===== config.mk =====
export PLATFORM = sky130hd
export DESIGN_NAME = pad_cfg_bank
export DESIGN_NICKNAME = d
export VERILOG_FILES = /design/src/rtl/pad_cfg_bank.sv
export SDC_FILE = /design/constraint.sdc
export NUM_CORES = 1
export LEC_CHECK = 0
export BUFFER_PORTS_ARGS = -buffer_cell sky130_fd_sc_hd__clkbuf_2
export CAP_MARGIN = 0
export CORE_MARGIN = 2
export CORE_UTILIZATION = 30
export DETAILED_ROUTE_END_ITERATION = 10
export GPL_ROUTABILITY_DRIVEN = 0
export GPL_TIMING_DRIVEN = 0
export PLACE_DENSITY = 0.49
export SETUP_SLACK_MARGIN = 0.02
export SLEW_MARGIN = 15
export SYNTH_ARGS = -nofsm -noshare
export SYNTH_HDL_FRONTEND = slang
export SYNTH_SLANG_ARGS = --single-unit

===== constraint.sdc =====
create_clock -name clk -period 3.4 [get_ports clk]
set_input_delay 0.68 -clock clk [delete_from_list [all_inputs] [get_ports clk]]
set_output_delay 0.68 -clock clk [all_outputs]
set_load 0.1 [all_outputs]

===== src/rtl/pad_cfg_bank.sv =====
module pad_cfg_bank #(
  parameter int          FUNC_W    = 4,
  parameter logic [31:0] AVAIL_MAP = 32'hF7FF_3FEF,
  parameter logic [1:0]  DRV_RESET = 2'b01
) (
  input  logic                  clk,
  input  logic                  rst_n,
  input  logic                  reg_wen,
  input  logic [7:0]            reg_addr,
  input  logic [31:0]           reg_wdata,
  output logic [31:0]           reg_rdata,
  output logic [32*FUNC_W-1:0]  pad_func,
  output logic [31:0]           pad_pu,
  output logic [31:0]           pad_pd,
  output logic [31:0]           pad_slew,
  output logic [31:0]           pad_od,
  output logic [63:0]           pad_drv
);

  function automatic logic [63:0] pair_fill(input logic [31:0] m, input logic [1:0] v);
    logic [63:0] r;
    r = '0;
    for (int i = 0; i < 32; i++) r[2*i +: 2] = m[i] ? v : 2'b00;
    return r;
  endfunction

  localparam int          NPIN     = 32;
  localparam logic [63:0] DRV_MASK = pair_fill(AVAIL_MAP, 2'b11);
  localparam logic [63:0] DRV_INIT = pair_fill(AVAIL_MAP, DRV_RESET);
  localparam logic [5:0]  IX_PU = 6'h20, IX_PD = 6'h21, IX_SL = 6'h22,
                          IX_DL = 6'h23, IX_DH = 6'h24, IX_OD = 6'h25, IX_AV = 6'h26;

  logic              aligned, wr;
  logic [5:0]        widx;
  logic [FUNC_W-1:0] func_q [NPIN];
  logic [31:0]       pu_q, pd_q, sl_q, od_q;
  logic [63:0]       drv_q;

  assign aligned = (reg_addr[1:0] == 2'b00);
  assign widx    = reg_addr[7:2];
  assign wr      = reg_wen && aligned;

  for (genvar p = 0; p < NPIN; p++) begin : g_pin
    if (AVAIL_MAP[p]) begin : g_live
      always_ff @(posedge clk or negedge rst_n) begin
        if (!rst_n)                            func_q[p] <= '0;
        else if (wr && widx == 6'(p))          func_q[p] <= reg_wdata[FUNC_W-1:0];
      end
    end else begin : g_absent
      assign func_q[p] = '0;
    end
    assign pad_func[p*FUNC_W +: FUNC_W] = func_q[p];
  end

  always_ff @(posedge clk or negedge rst_n) begin
    if (!rst_n) begin
      pu_q  <= '0;
      pd_q  <= '0;
      sl_q  <= '0;
      od_q  <= '0;
      drv_q <= DRV_INIT;
    end else if (wr) begin
      case (widx)
        IX_PU: pu_q <= reg_wdata & AVAIL_MAP;
        IX_PD: pd_q <= reg_wdata & AVAIL_MAP;
        IX_SL: sl_q <= reg_wdata & AVAIL_MAP;
        IX_OD: od_q <= reg_wdata & AVAIL_MAP;
        IX_DL: drv_q[31:0]  <= reg_wdata & DRV_MASK[31:0];
        IX_DH: drv_q[63:32] <= reg_wdata & DRV_MASK[63:32];
        default: ;
      endcase
    end
  end

  assign pad_pu   = pu_q;
  assign pad_pd   = pd_q & ~pu_q;
  assign pad_slew = sl_q;
  assign pad_od   = od_q;
  assign pad_drv  = drv_q;

  always_comb begin
    reg_rdata = '0;
    if (aligned) begin
      if (!widx[5]) reg_rdata[FUNC_W-1:0] = func_q[widx[4:0]];
      else begin
        case (widx)
          IX_PU: reg_rdata = pu_q;
          IX_PD: reg_rdata = pd_q;
          IX_SL: reg_rdata = sl_q;
          IX_OD: reg_rdata = od_q;
          IX_DL: reg_rdata = drv_q[31:0];
          IX_DH: reg_rdata = drv_q[63:32];
          IX_AV: reg_rdata = AVAIL_MAP;
          default: reg_rdata = '0;
        endcase
      end
    end
  end

  AST_ABSENT_ZERO: assert property (@(posedge clk) disable iff (!rst_n)
    (((pad_pu | pad_pd | pad_slew | pad_od) & ~AVAIL_MAP) == 32'h0) && ((pad_drv & ~DRV_MASK) == 64'h0));
  AST_PU_WRITE: assert property (@(posedge clk) disable iff (!rst_n)
    (reg_wen && reg_addr == 8'h80) |=> (pad_pu == ($past(reg_wdata) & AVAIL_MAP)));
  AST_AVAIL_RO: assert property (@(posedge clk) disable iff (!rst_n)
    (reg_wen && reg_addr == 8'h98) |=> ($stable(pad_pu) && $stable(pad_pd) && $stable(pad_slew)
                                        && $stable(pad_od) && $stable(pad_drv) && $stable(pad_func)));
  AST_UNALIGNED_IGNORED: assert property (@(posedge clk) disable iff (!rst_n)
    (reg_wen && reg_addr[1:0] != 2'b00) |=> ($stable(pad_pu) && $stable(pad_drv) && $stable(pad_func)));
  AST_DRV_HALVES: assert property (@(posedge clk) disable iff (!rst_n)
    (reg_wen && reg_addr == 8'h90) |=> $stable(pad_drv[31:0]));

endmodule


# --- Word-level counts from Yosys, hierarchy flattened ---
# Index checks and enable logic that the tools add are counted.
word_totals:
  reg_bits: 280
  output_inout_bits: 352
  word_cells: 116
classes:
  magnitude_cmp: 1
  eq_ne: 34
  n_mux: 7
  bitwise: 3
  n_reduce_logical: 37
ops:
  columns: ["operator", "count"]
  rows:
  - ["32-bit one-hot mux with 7 select lines", 1]
  - ["6-bit by 5-bit == test with 1-bit output, second input constant", 15]
  - ["6-bit == test, second input constant", 7]
  - ["6-bit by 4-bit == test with 1-bit output, second input constant", 6]
  - ["32-bit bitwise AND", 1]
  - ["32-bit two-way mux", 1]
  - ["32-bit NOT", 1]
  - ["1-bit logical AND", 29]
  - ["28-bit two-way mux", 1]
  - ["4-bit binary-select mux with 5-bit select", 1]
  - ["6-bit by 3-bit == test with 1-bit output, second input constant", 3]
  - ["6-bit by 2-bit == test with 1-bit output, second input constant", 2]
  - ["4-bit two-way mux", 3]
  - ["2-bit AND reduction", 6]
  - ["6-bit by 1-bit == test with 1-bit output, second input constant", 1]
  - ["6-bit greater-or-equal comparator, second input constant", 1]
  - ["6-bit zero test", 1]
  - ["5-bit NOT with 6-bit output", 1]
  - ["2-bit zero test", 1]

# --- Depth between registers and ports, before layout ---
# Gate-level depths: netlist (run 1).
depth:
  word_depth: 6
  mapped_depth: 8

# --- Worst setup path after synthesis (run 1) ---
# OpenSTA, ideal clock, no wires.
synth_timing:
  path_type: "input to output"
  start: "in reg_addr[7]"
  end: "out reg_rdata[2]"
  arrival_ns: 4.200
  required_time_ns: 2.720
  slack_ns: -1.480
  cell_stages: 7
  cell_sequence: "buf_4 > or4b_1 > buf_6 > nor2_8 > a221oi_1 > and3_1 > a311oi_1"
synth_between:
  elab_chain_len: 4
synth_lines:
  columns: ["item", "line_no", "text"]
  rows:
  - ["start: declaration", "9", "input logic [7:0] reg_addr,"]
  - ["6-bit == test", "86", "case (widx)"]
  - ["32-bit one-hot mux with 7 select lines", "86", null]
  - ["4-bit two-way mux *", "84", "if (!widx[5]) reg_rdata[FUNC_W-1:0] = func_q[widx[4:0]];"]
  - ["32-bit two-way mux *", "83", "if (aligned) begin"]
  - ["end: declaration", "11", "output logic [31:0] reg_rdata,"]
# Mark *: on every way between the ends. The rest lies on a longest branch, timed or not.

# --- Final worst setup path (run 1) ---
layout_timing:
  start: "in reg_addr[7]"
  end: "out reg_rdata[1]"
# Same word-level chain as after synthesis.

==> metrics.md, run 1 <==
| Metric | Value |
|---|---|
| Status | `finished, final reports clean` |
| Max Clock Freq | `0.302 GHz` |
| DRT Pass-1 Iters | `5` |
| Tcrit/Tclk final | `97.5%` |
| Ys Warns | `0` |
| Setup Skew | `0 ps` |
| Sw power | `0.00351 W` |
| Routed Antenna Nets | `0` |
| Starting Density | `30.3%` |
| Critical path launch point | `reg_addr[7]` |
| Die area | `47,500 um^2` |
| Slowest stage delay, CP | `470 ps` |
| Hold buffer count at CTS | `0` |
| Hold/Removal Path Class | `input port to asynchronous set/reset pin` |
| Longest Clk Path Bufs | `3` |
| Area of the multi-input gates | `6420 um^2` |
| First-pass GRT wire length | `75,800 um` |
| Worst slack, placed | `-1030 ps` |
| EDFF count, synth | `0` |
| Slew headroom | `51.2%` |
| Initial antenna violation count | `3` |
| Synth cell types | `53` |
| LEAKAGE | `9.48 nW` |
| Vias in the first global route | `10,695` |
| Slew Viols, Final | `0` |
| Synth async-reset ratio | `100%` |
| Crit path capture | `reg_rdata[1]` |
| Reg2Reg Setup Slack | `2520 ps` |
| Share of cells above drive strength 1 | `60.1%` |
| Clock power share | `40.4%` |
| PortBufs | `352` |
| CTS tree | `built` |
| PnR Total Power | `0.00993 W` |
| Total gr overflow | `0` |
| Register area share after synthesis | `51.3%` |
| Syn Area/Cell | `13.4 um^2` |
| Least-Margin Pin Slew | `726 ps` |
| Mapped Area | `13,700 um^2` |
| Utilization after layout | `41.1%` |
| Clk sink count | `280` |
| Maximum VDD drop | `0.352 mV` |
| Die height | `218 um` |
| Area added between synthesis and finish | `35.7%` |
| H-tree levels | `2` |
| Internal Pwr Total | `0.00642 W` |
| CP Capture Type | `output pin` |
| Sequential power share | `36.8%` |
| Clock latency on the worst-skew pair | `520 ps` |
| Max-Cap Viols | `0` |
| Final setup fails | `0` |
| Via count | `10,505` |
| R2r endpoint | `pad_slew[29]` |
| Largest net degree at the start of global routing | `93` |
| Vias/cell | `5.01` |
| Final wirelength | `53,100 um` |
| Worst EP required | `2720 ps` |
| Root Driver | `clkbuf_16` |
| Critical Path AT | `2630 ps` |
| Hold_ws | `92.6 ps` |
| Clk slew on worst S/H paths | `60 ps` |
| RSZ-0062 raised after global routing | `true` |
| Fillers | `4,432` |
| Power per cell area | `533 nW/um^2` |
| Iteration-0 DRC Markers | `788` |
| Post-route setup slack | `85.0 ps` |
| CP startpoint kind | `input port` |
| Die W | `218 um` |
| Worst R2R Path Depth | `1` |
| Row cnt | `78` |
| Final nets | `1,509` |
| Setup TNS | `0 ps` |
| GR Util All Layers | `22.0%` |
| Sw Share | `35.4%` |
| Crit-path max FO | `9` |
| Ports | `395` |
| Number of remaining DRC errors | `0` |
| Post-layout min period | `3310 ps` |
| Synth Instances | `1,023` |
| Comb power frac | `22.8%` |
| Register area | `7040 um^2` |
| Core footprint | `45,300 um^2` |
| TritonCTS Buffers | `36` |
| Critical path class | `input port to output pin` |
| Cell breakdown of the critical path | `buf_4 -> or4b_1 -> buf_6 -> nor2_8 -> a22oi_1 -> a31oi_2 -> o31a_2 -> clkbuf_16` |
| HPWL Detailed | `39,100 um` |
| Start of the worst register-to-register path | `pad_slew[29]` |
| Flop and latch count out of synthesis | `280` |
| Avg WL per Cell | `25.3 um` |
| Synth Flop Type | `dfrtp_1` |
| Fin. Hold Viols | `0` |
| Critical path's slowest cell | `or4b_1` |
[registers in the layout (all words and copies together) (netlist names)]
signal,flops
pad_drv,56
pad_slew,28
pad_od,28
pad_func,112
pad_pu,28
pd_q,28
[layout make-up]
class	count	area share, %
antenna	2	0.0269
buffer	109	4.96
clock buffer	59	6.07
clock inverter	7	0.652
inverter	2	0.0403
multi-input combinational	669	34.5
sequential	280	37.8
tap	600	4.03
timing repair buffer	368	11.9
[power by group through the flow]
stage | Combinational (W) | Clock [W] | Sequential, W
floorplan | 0.000716 | 0 | 0.00472
global placement | 0.00222 | 0 | 0.00371
detailed placement | 0.00224 | 0 | 0.00371
CTS | 0.00226 | 0.00411 | 0.00366
global route | 0.00234 | 0.00425 | 0.00368
finish | 0.00226 | 0.00401 | 0.00366
[worst min path at each step]
stage,end,start,cells after the start,slack [ps]
after floorplan,pad_drv[11],rst_n,0,380
after global placement,pad_slew[30],pad_slew[30],1,500
after detailed placement,pd_q[8],pd_q[8],1,510
after CTS,pad_drv[61],rst_n,1,70
after global routing,pad_slew[8],rst_n,1,100
final,pad_drv[61],rst_n,1,90
[Yosys cell counts, types with 3 or more instances]
master,n,area [um^2]
a211oi_1,5,37.5
a21oi_1,49,245
a221oi_1,6,52.6
a222oi_1,17,170
a22o_1,16,140
a22oi_1,30,225
a31oi_1,10,62.6
buf_1,5,18.8
buf_2,25,125
buf_4,46,345
buf_6,7,78.8
clkbuf_1,25,93.8
dfrtp_1,252,6310
dfstp_2,28,736
mux2_1,12,135
mux2_2,237,2670
mux2_4,50,751
mux2i_1,32,320
mux4_2,9,203
nand2_1,28,105
nand2_4,3,33.8
nand2b_1,7,43.8
nand3_1,9,45.0
nor2_1,21,78.8
nor2_8,3,60.1
nor2b_1,38,238
nor3_1,11,55.1
o21ai_0,5,25.0
o31a_1,3,26.3
or2_2,3,18.8
[timing repair]
item	CTS	global route
pin swaps	7	9
resized for setup	123	27
endpoints found under the setup margin	32	30
setup buffers	7	6
[through the flow]
stage	instances	cell area (um^2)
final	2096	18600
after global routing	2094	18600
after CTS	2088	18500
after detailed placement	2017	16700
after global placement	2014	16600
after floorplan	1062	14100
[critical path: cells and delay by family]
family / cells / cell delay [ps]
buffers and inverters: 3 / 540
AOI/OAI and AO/OA: 3 / 650
and+or+nand+nor: 2 / 740
[placed cells by master (no fill, tap or decap), types with 8 or more instances in the layout]
cell / netlist / routed
a21oi_1: 49 / 31
a21oi_4: 0 / 11
a222oi_1: 17 / 17
a22o_1: 16 / 16
a22oi_1: 30 / 30
buf_12: 2 / 8
buf_2: 25 / 12
buf_4: 46 / 57
buf_6: 7 / 17
buf_8: 1 / 8
clkbuf_1: 25 / 25
clkbuf_16: 0 / 40
clkbuf_2: 0 / 322
clkbuf_4: 0 / 11
clkbuf_8: 0 / 32
conb_1: 1 / 40
dfrtp_1: 252 / 252
dfstp_2: 28 / 28
mux2_1: 12 / 12
mux2_2: 237 / 237
mux2_4: 50 / 50
mux2i_1: 32 / 32
mux4_2: 9 / 9
nand2_1: 28 / 28
nand3_1: 9 / 9
nor2_1: 21 / 16
nor2b_1: 38 / 36
nor3_1: 11 / 10
[logic make-up after synthesis]
logic type / count (synthesis) / synth area share (%)
and+or+nand+nor: 138 / 5.84
AOI/OAI and AO/OA: 151 / 7.83
muxes: 340 / 29.7
DFF: 280 / 51.3
other: 1 / 0.0273
buffers and inverters: 113 / 5.28
[per-layer routing]
layer / vias to the layer above / share of wire, % / global-route usage [%]
met4: 2 / 2.8 / 7.12
met3: 87 / 8.5 / 6.37
met1: 5398 / 41 / 28.0
li1: 4602 / - / -
met5: - / 0.034 / 0
met2: 416 / 47 / 35.9
Power figures use the tool's default switching activity.
==> inputs of run 2 (changes only) <==
Settings changed: ABC_AREA set to 1, CORE_UTILIZATION 30 to 52, PLACE_DENSITY 0.49 to 0.78.
==> metrics.md, run 2 <==
| Metric | Value |
|---|---|
| Area added between synthesis and finish | `28.0% (was 35.7%)` |
| Clock latency on the worst-skew pair | `550 ps (was 520 ps)` |
| H-tree levels | `1 (was 2)` |
| Synth async-reset ratio | `100% (unchanged)` |
| Hold/Removal Path Class | `input port to asynchronous set/reset pin (unchanged)` |
| Maximum VDD drop | `0.400 mV (was 0.352 mV)` |
| Starting Density | `53.3% (was 30.3%)` |
| Syn Area/Cell | `7.78 um^2 (was 13.4 um^2)` |
| CP startpoint kind | `input port (unchanged)` |
| EDFF count, synth | `0 (unchanged)` |
| Number of remaining DRC errors | `0 (unchanged)` |
| Die W | `165 um (was 218 um)` |
| Crit-path max FO | `10 (was 9)` |
| Die height | `165 um (was 218 um)` |
| Iteration-0 DRC Markers | `1,775 (was 788)` |
| TritonCTS Buffers | `30 (was 36)` |
| Vias/cell | `5.57 (was 5.01)` |
| DRT Pass-1 Iters | `6 (was 5)` |
| CTS tree | `built (unchanged)` |
| Final wirelength | `50,600 um (was 53,100 um)` |
| Fin. Hold Viols | `0 (unchanged)` |
| Clk sink count | `280 (unchanged)` |
| Avg WL per Cell | `20.1 um (was 25.3 um)` |
| Power per cell area | `530 nW/um^2 (was 533 nW/um^2)` |
| Slew headroom | `50.5% (was 51.2%)` |
| Root Driver | `clkbuf_16 (unchanged)` |
| Setup Skew | `0 ps (unchanged)` |
| Least-Margin Pin Slew | `742 ps (was 726 ps)` |
| CP Capture Type | `output pin (unchanged)` |
| Worst EP required | `2720 ps (about the same)` |
| Critical Path AT | `2680 ps (was 2630 ps)` |
| Tcrit/Tclk final | `98.8% (was 97.5%)` |
| HPWL Detailed | `36,700 um (was 39,100 um)` |
| GR Util All Layers | `36.6% (was 22.0%)` |
| Row cnt | `58 (was 78)` |
| Register area share after synthesis | `52.2% (was 51.3%)` |
| Post-synth top area share | `46.8% (was 46.0%)` |
| Routed Antenna Nets | `0 (unchanged)` |
| Mapped Area | `13,500 um^2 (was 13,700 um^2)` |
| Longest Clk Path Bufs | `3 (unchanged)` |
| PortBufs | `353 (was 352)` |
| Most frequent cells in the layout | `nand2_1, clkbuf_2, dfrtp_1, o21ai_0, inv_1 (was clkbuf_2, dfrtp_1, mux2_2, buf_4, mux2_4)` |
| Initial antenna violation count | `0 (was 3)` |
| Vias in the first global route | `12,948 (was 10,695)` |
| Count leader, synth | `nand2_1 (was dfrtp_1)` |
| Largest register FFs | `112 (unchanged)` |
| Area leader, netlist | `dfrtp_1 (unchanged)` |
| Synth cell types | `30 (was 53)` |
| Status | `finished, final reports clean (unchanged)` |
| Slew Viols, Final | `0 (unchanged)` |
| Via count | `14,052 (was 10,505)` |
| Post-layout min period | `3360 ps (was 3310 ps)` |
| Wire length on met1 | `18,500 um (was 22,000 um)` |
| Max-Cap Viols | `0 (unchanged)` |
| Synth Flop Type | `dfrtp_1 (unchanged)` |
| Hold buffer count at CTS | `0 (unchanged)` |
| Commonest non-fill, non-tap cell in the layout | `nand2_1 (was clkbuf_2)` |
| Fin cells | `2,523 (was 2,096)` |
| First-pass GRT wire length | `75,000 um (was 75,800 um)` |
| LEAKAGE | `8.85 nW (was 9.48 nW)` |
| Core footprint | `25,300 um^2 (was 45,300 um^2)` |
| Synth Instances | `1,734 (was 1,023)` |
| Largest net degree at the start of global routing | `89 (was 93)` |
| Max Used Layer | `met4 (was met5)` |
| Die area | `27,200 um^2 (was 47,500 um^2)` |
| Metal3 WL | `6220 um (was 4530 um)` |
| Flop and latch count out of synthesis | `280 (unchanged)` |
| Max Clock Freq | `0.298 GHz (was 0.302 GHz)` |
| Top post-synthesis cells by count | `nand2_1, dfrtp_1, o21ai_0 (was dfrtp_1, mux2_2, mux2_4)` |
| Fillers | `2,125 (was 4,432)` |
| Total gr overflow | `0 (unchanged)` |
| Final setup fails | `0 (unchanged)` |
| Ports | `395 (unchanged)` |
| Met2 WL post-DR | `23,500 um (was 25,100 um)` |
| Ys Warns | `0 (unchanged)` |
| RSZ-0062 raised after global routing | `true (unchanged)` |
| Critical path class | `input port to output pin (unchanged)` |
| Final nets | `2,210 (was 1,509)` |
| Number of cells after detailed placement | `2,459 (was 2,017)` |
| Clk slew on worst S/H paths | `60 ps (about the same)` |
| PnR Total Power | `0.00914 W (was 0.00993 W)` |
| Share of cells above drive strength 1 | `26.8% (was 60.1%)` |
| Main area contributors after synthesis | `dfrtp_1, nand2_1, o21ai_0 (was dfrtp_1, mux2_2, mux2_4)` |
==> run 2: changes by cell type in the layout (fill, tap and decap cells not counted), moves of 32 or more <==
cell     before  now
inv_1         2  151
mux2_2      237    0
mux2_4       50    0
mux2i_1      32    0
nand2_1      28  638
nand3_1       9   45
nor2_1       16   69
nor2b_1      36    0
o21ai_0       5  221
o21ai_1       0   71
==> run 2: kinds of logic (layout without fill, tap and decap cells) <==
logic type | count (synthesis) | in the layout | share of synthesized area [%]
compound gates | 381 | 381 | 14.8
other cells | 1 | 42 | 0.0278
flops | 280 | 280 | 52.2
simple gates | 787 | 787 | 23.0
buf+inv | 285 | 703 | 9.99
==> run 2: repair_timing <==
| action | in CTS | in global routing |
|---|---|---|
| buffers inserted | 0 | 6 |
| gates resized for setup | 47 | 35 |
| pin swaps | 0 | 2 |
| endpoints found under the setup margin | 31 | 28 |
==> run 2: path summary, 6_finish.rpt <==
check	start	endpoint	slack, ps	depth (start not counted)
max	reg_addr[2]	reg_rdata[2]	40	13
min	rst_n	pad_func[86]	70	1
max reg2reg	pad_drv[50]	pad_drv[50]	2560	2
min reg2reg	pad_drv[56]	pad_drv[56]	480	2
max in group asynchronous	rst_n	pad_drv[4]	2160	3
min in group clk	reg_wdata[14]	pad_drv[46]	330	3
==> run 2: power by group <==
group | internal [W] | switching (W)
clock network | 0.00193 | 0.00134
logic | 0.000310 | 0.00189
registers | 0.00351 | 0.000160
==> run 2: layer usage <==
metal | track usage [%] | vias up
met2 | 58.7 | 1013
met5 | 0 | -
met1 | 47.5 | 6590
li1 | - | 6289
met4 | 16.7 | 0
met3 | 7.99 | 160
==> run 2: metrics by stage <==
stage          area [um^2]  utilization, %  hold slack (ps)  setup WS [ps]  setup TNS [ps]
2_1_floorplan        13800               -              384           -487           -1440
3_3_place_gp         16000            63.0              466          -4050        -1077340
3_5_place_dp         16000            63.3              473           -473           -8280
4_1_cts              17200            67.8             86.0           21.6               0
5_1_grt              17300            68.1              104           11.8               0
6_report             17300            68.1             67.3           41.8               0
==> run 2: final cells by class <==
class	count	area [um^2]	area share, %
timing repair buffer	362	2030	11.8
clock buffer	49	893	5.18
tap	330	413	2.39
antenna	2	5.00	0.0290
inverter	162	611	3.54
clock inverter	7	85.1	0.493
multi-input combinational	1208	5420	31.4
sequential	280	7040	40.8
buffer	123	761	4.41
==> run 2: worst max-delay path, cell delays in order <==
cell	delay, ps
buf_6	130
inv_2	100
buf_1	310
nand2_1	140
nand2_1	80
nand2_1	60
nand2_1	60
nand2_1	50
nand2_1	60
o21ai_0	290
nand3_1	140
nor2_2	190
clkbuf_4	370
==> inputs of run 3 (changes only) <==
Settings changed: RECOVER_POWER set to 25, SETUP_SLACK_MARGIN 0.02 to 0.05.
==> metrics.md, run 3 (same netlist as run 2, synthesis figures left out) <==
| Metric | Value |
|---|---|
| Longest Clk Path Bufs | `3 (unchanged)` |
| Critical path class | `input port to output pin (unchanged)` |
| Hold buffer count at CTS | `0 (unchanged)` |
| Utilization after layout | `68.4% (was 68.1%)` |
| H-tree levels | `1 (unchanged)` |
| Vias in the first global route | `13,061 (was 12,948)` |
| Crit-path max FO | `10 (unchanged)` |
| Max Clock Freq | `0.296 GHz (was 0.298 GHz)` |
| Total gr overflow | `0 (unchanged)` |
| Core footprint | `25,300 um^2 (unchanged)` |
| Maximum VDD drop | `0.439 mV (was 0.400 mV)` |
| Fin cells | `2,526 (was 2,523)` |
| Max-Cap Viols | `1 (was 0)` |
| First-pass GRT wire length | `75,700 um (was 75,000 um)` |
| GR Util All Layers | `36.9% (was 36.6%)` |
| DRT Pass-1 Iters | `8 (was 6)` |
| PnR Total Power | `0.00917 W (was 0.00914 W)` |
| Least-Margin Pin Slew | `2160 ps (was 742 ps)` |
| TritonCTS Buffers | `30 (unchanged)` |
| CTS tree | `built (unchanged)` |
| Die area | `27,200 um^2 (unchanged)` |
| PortBufs | `353 (unchanged)` |
| Starting Density | `53.3% (unchanged)` |
| Clk slew on worst S/H paths | `60 ps (about the same)` |
| Clk sink count | `280 (unchanged)` |
| Fin. Hold Viols | `0 (unchanged)` |
| Avg WL per Cell | `20.2 um (was 20.1 um)` |
| HPWL Detailed | `36,700 um (about the same)` |
| Number of cells after detailed placement | `2,459 (unchanged)` |
| Fin area | `17,300 um^2 (about the same)` |
| Clock latency on the worst-skew pair | `560 ps (was 550 ps)` |
| Root Driver | `clkbuf_16 (unchanged)` |
| Slew Viols, Final | `35 (was 0)` |
| Failing checks | `max-capacitance violations, max-slew violations` |
| Most frequent cells in the layout | `nand2_1, clkbuf_2, dfrtp_1, o21ai_0, inv_1 (unchanged)` |
| Commonest non-fill, non-tap cell in the layout | `nand2_1 (unchanged)` |
| Status | `finished, violations left (was finished, final reports clean)` |
| Initial antenna violation count | `2 (was 0)` |
| Worst EP required | `2720 ps (about the same)` |
| Placed cell areas | `16,000 um^2 (about the same)` |
| Hold/Removal Path Class | `input port to flip-flop (was input port to asynchronous set/reset pin)` |
| Die W | `165 um (unchanged)` |
| Final wirelength | `51,100 um (was 50,600 um)` |
| Largest net degree at the start of global routing | `100 (was 89)` |
| Tcrit/Tclk final | `99.2% (was 98.8%)` |
| Final setup fails | `0 (unchanged)` |
| RSZ-0062 raised after global routing | `true (unchanged)` |
| CP startpoint kind | `input port (unchanged)` |
| Number of remaining DRC errors | `0 (unchanged)` |
| Routed Antenna Nets | `0 (unchanged)` |
| Post-layout min period | `3370 ps (was 3360 ps)` |
| Area added between synthesis and finish | `28.5% (was 28.0%)` |
| CP Capture Type | `output pin (unchanged)` |
| Ports | `395 (unchanged)` |
| Vias/cell | `5.57 (about the same)` |
| Setup Skew | `0 ps (unchanged)` |
| Share of cells above drive strength 1 | `27.0% (was 26.8%)` |
| Iteration-0 DRC Markers | `1,780 (was 1,775)` |
| Row cnt | `58 (unchanged)` |
| Largest register FFs | `112 (unchanged)` |
| Die height | `165 um (unchanged)` |
| Via count | `14,061 (was 14,052)` |
| Slew headroom | `-44.0% (was 50.5%)` |
| Power per cell area | `529 nW/um^2 (was 530 nW/um^2)` |
| LEAKAGE | `8.89 nW (was 8.85 nW)` |
| Final nets | `2,214 (was 2,210)` |
| Critical Path AT | `2690 ps (was 2680 ps)` |
-- run 3: final cells by class --
type / count / area, um^2
multi-input combinational: 1208 / 5420
timing repair buffer: 366 / 2080
tap: 330 / 413
buffer: 123 / 772
sequential: 280 / 7040
fill: 2137 / 7990
antenna: 1 / 2.50
clock buffer: 43 / 891
clock inverter: 13 / 103
inverter: 162 / 611
-- run 3: timing repair --
item,in CTS,in global routing
pin swaps,0,3
resized for setup,53,39
setup endpoints to repair,31,32
endpoints found under the hold margin,0,0
buffers inserted,0,10
-- run 3: per-stage QoR --
| stage | TNS, ps | hold WS [ps] | worst slack [ps] |
|---|---|---|---|
| 3_5_place_dp | -7560 | 474 | -456 |
| 5_1_grt | 0 | 339 | 28.1 |
| 6_report | 0 | 335 | 26.3 |
| 4_1_cts | 0 | 32.7 | 23.4 |
| 3_3_place_gp | -1079490 | 466 | -4060 |
| 2_1_floorplan | -5530 | 384 | -557 |
-- run 3: final timing paths --
path	start	end	slack (ps)	depth (start not counted)
worst max-delay path	reg_addr[3]	reg_rdata[9]	30	10
worst min-delay path	reg_wdata[4]	pad_drv[36]	330	3
worst max register to register	pad_drv[60]	pad_drv[60]	2570	2
worst min register to register	pad_drv[34]	pad_drv[34]	480	2
max in group asynchronous	rst_n	pd_q[9]	580	3
min in group asynchronous	rst_n	pad_func[86]	740	1
-- run 3: critical path, cell delays in order --
cell      delay [ps]
clkbuf_2         150
buf_6            180
nand2_2          190
nor2_4           190
nand2_2          190
inv_2            160
buf_4            240
a21oi_1           60
a31oi_1          330
clkbuf_8         320
-- run 3: report_power, final --
| part | switching (W) | leakage, nW | internal [W] |
|---|---|---|---|
| combinational | 0.00189 | 4.63 | 0.000309 |
| sequential | 0.000162 | 3.76 | 0.00350 |
| clock | 0.00141 | 0.498 | 0.00190 |
| total | 0.00346 | 8.89 | 0.00571 |
-- run 3: per-layer routing --
layer  GRT usage (%)  vias to the layer above  part of all wire (%)
met2            60.2                      998                    47
met4            16.9                        0                   5.0
met1            46.5                     6589                    36
met5               0                        -                     0
li1                -                     6295                     -
met3            8.99                      179                    12
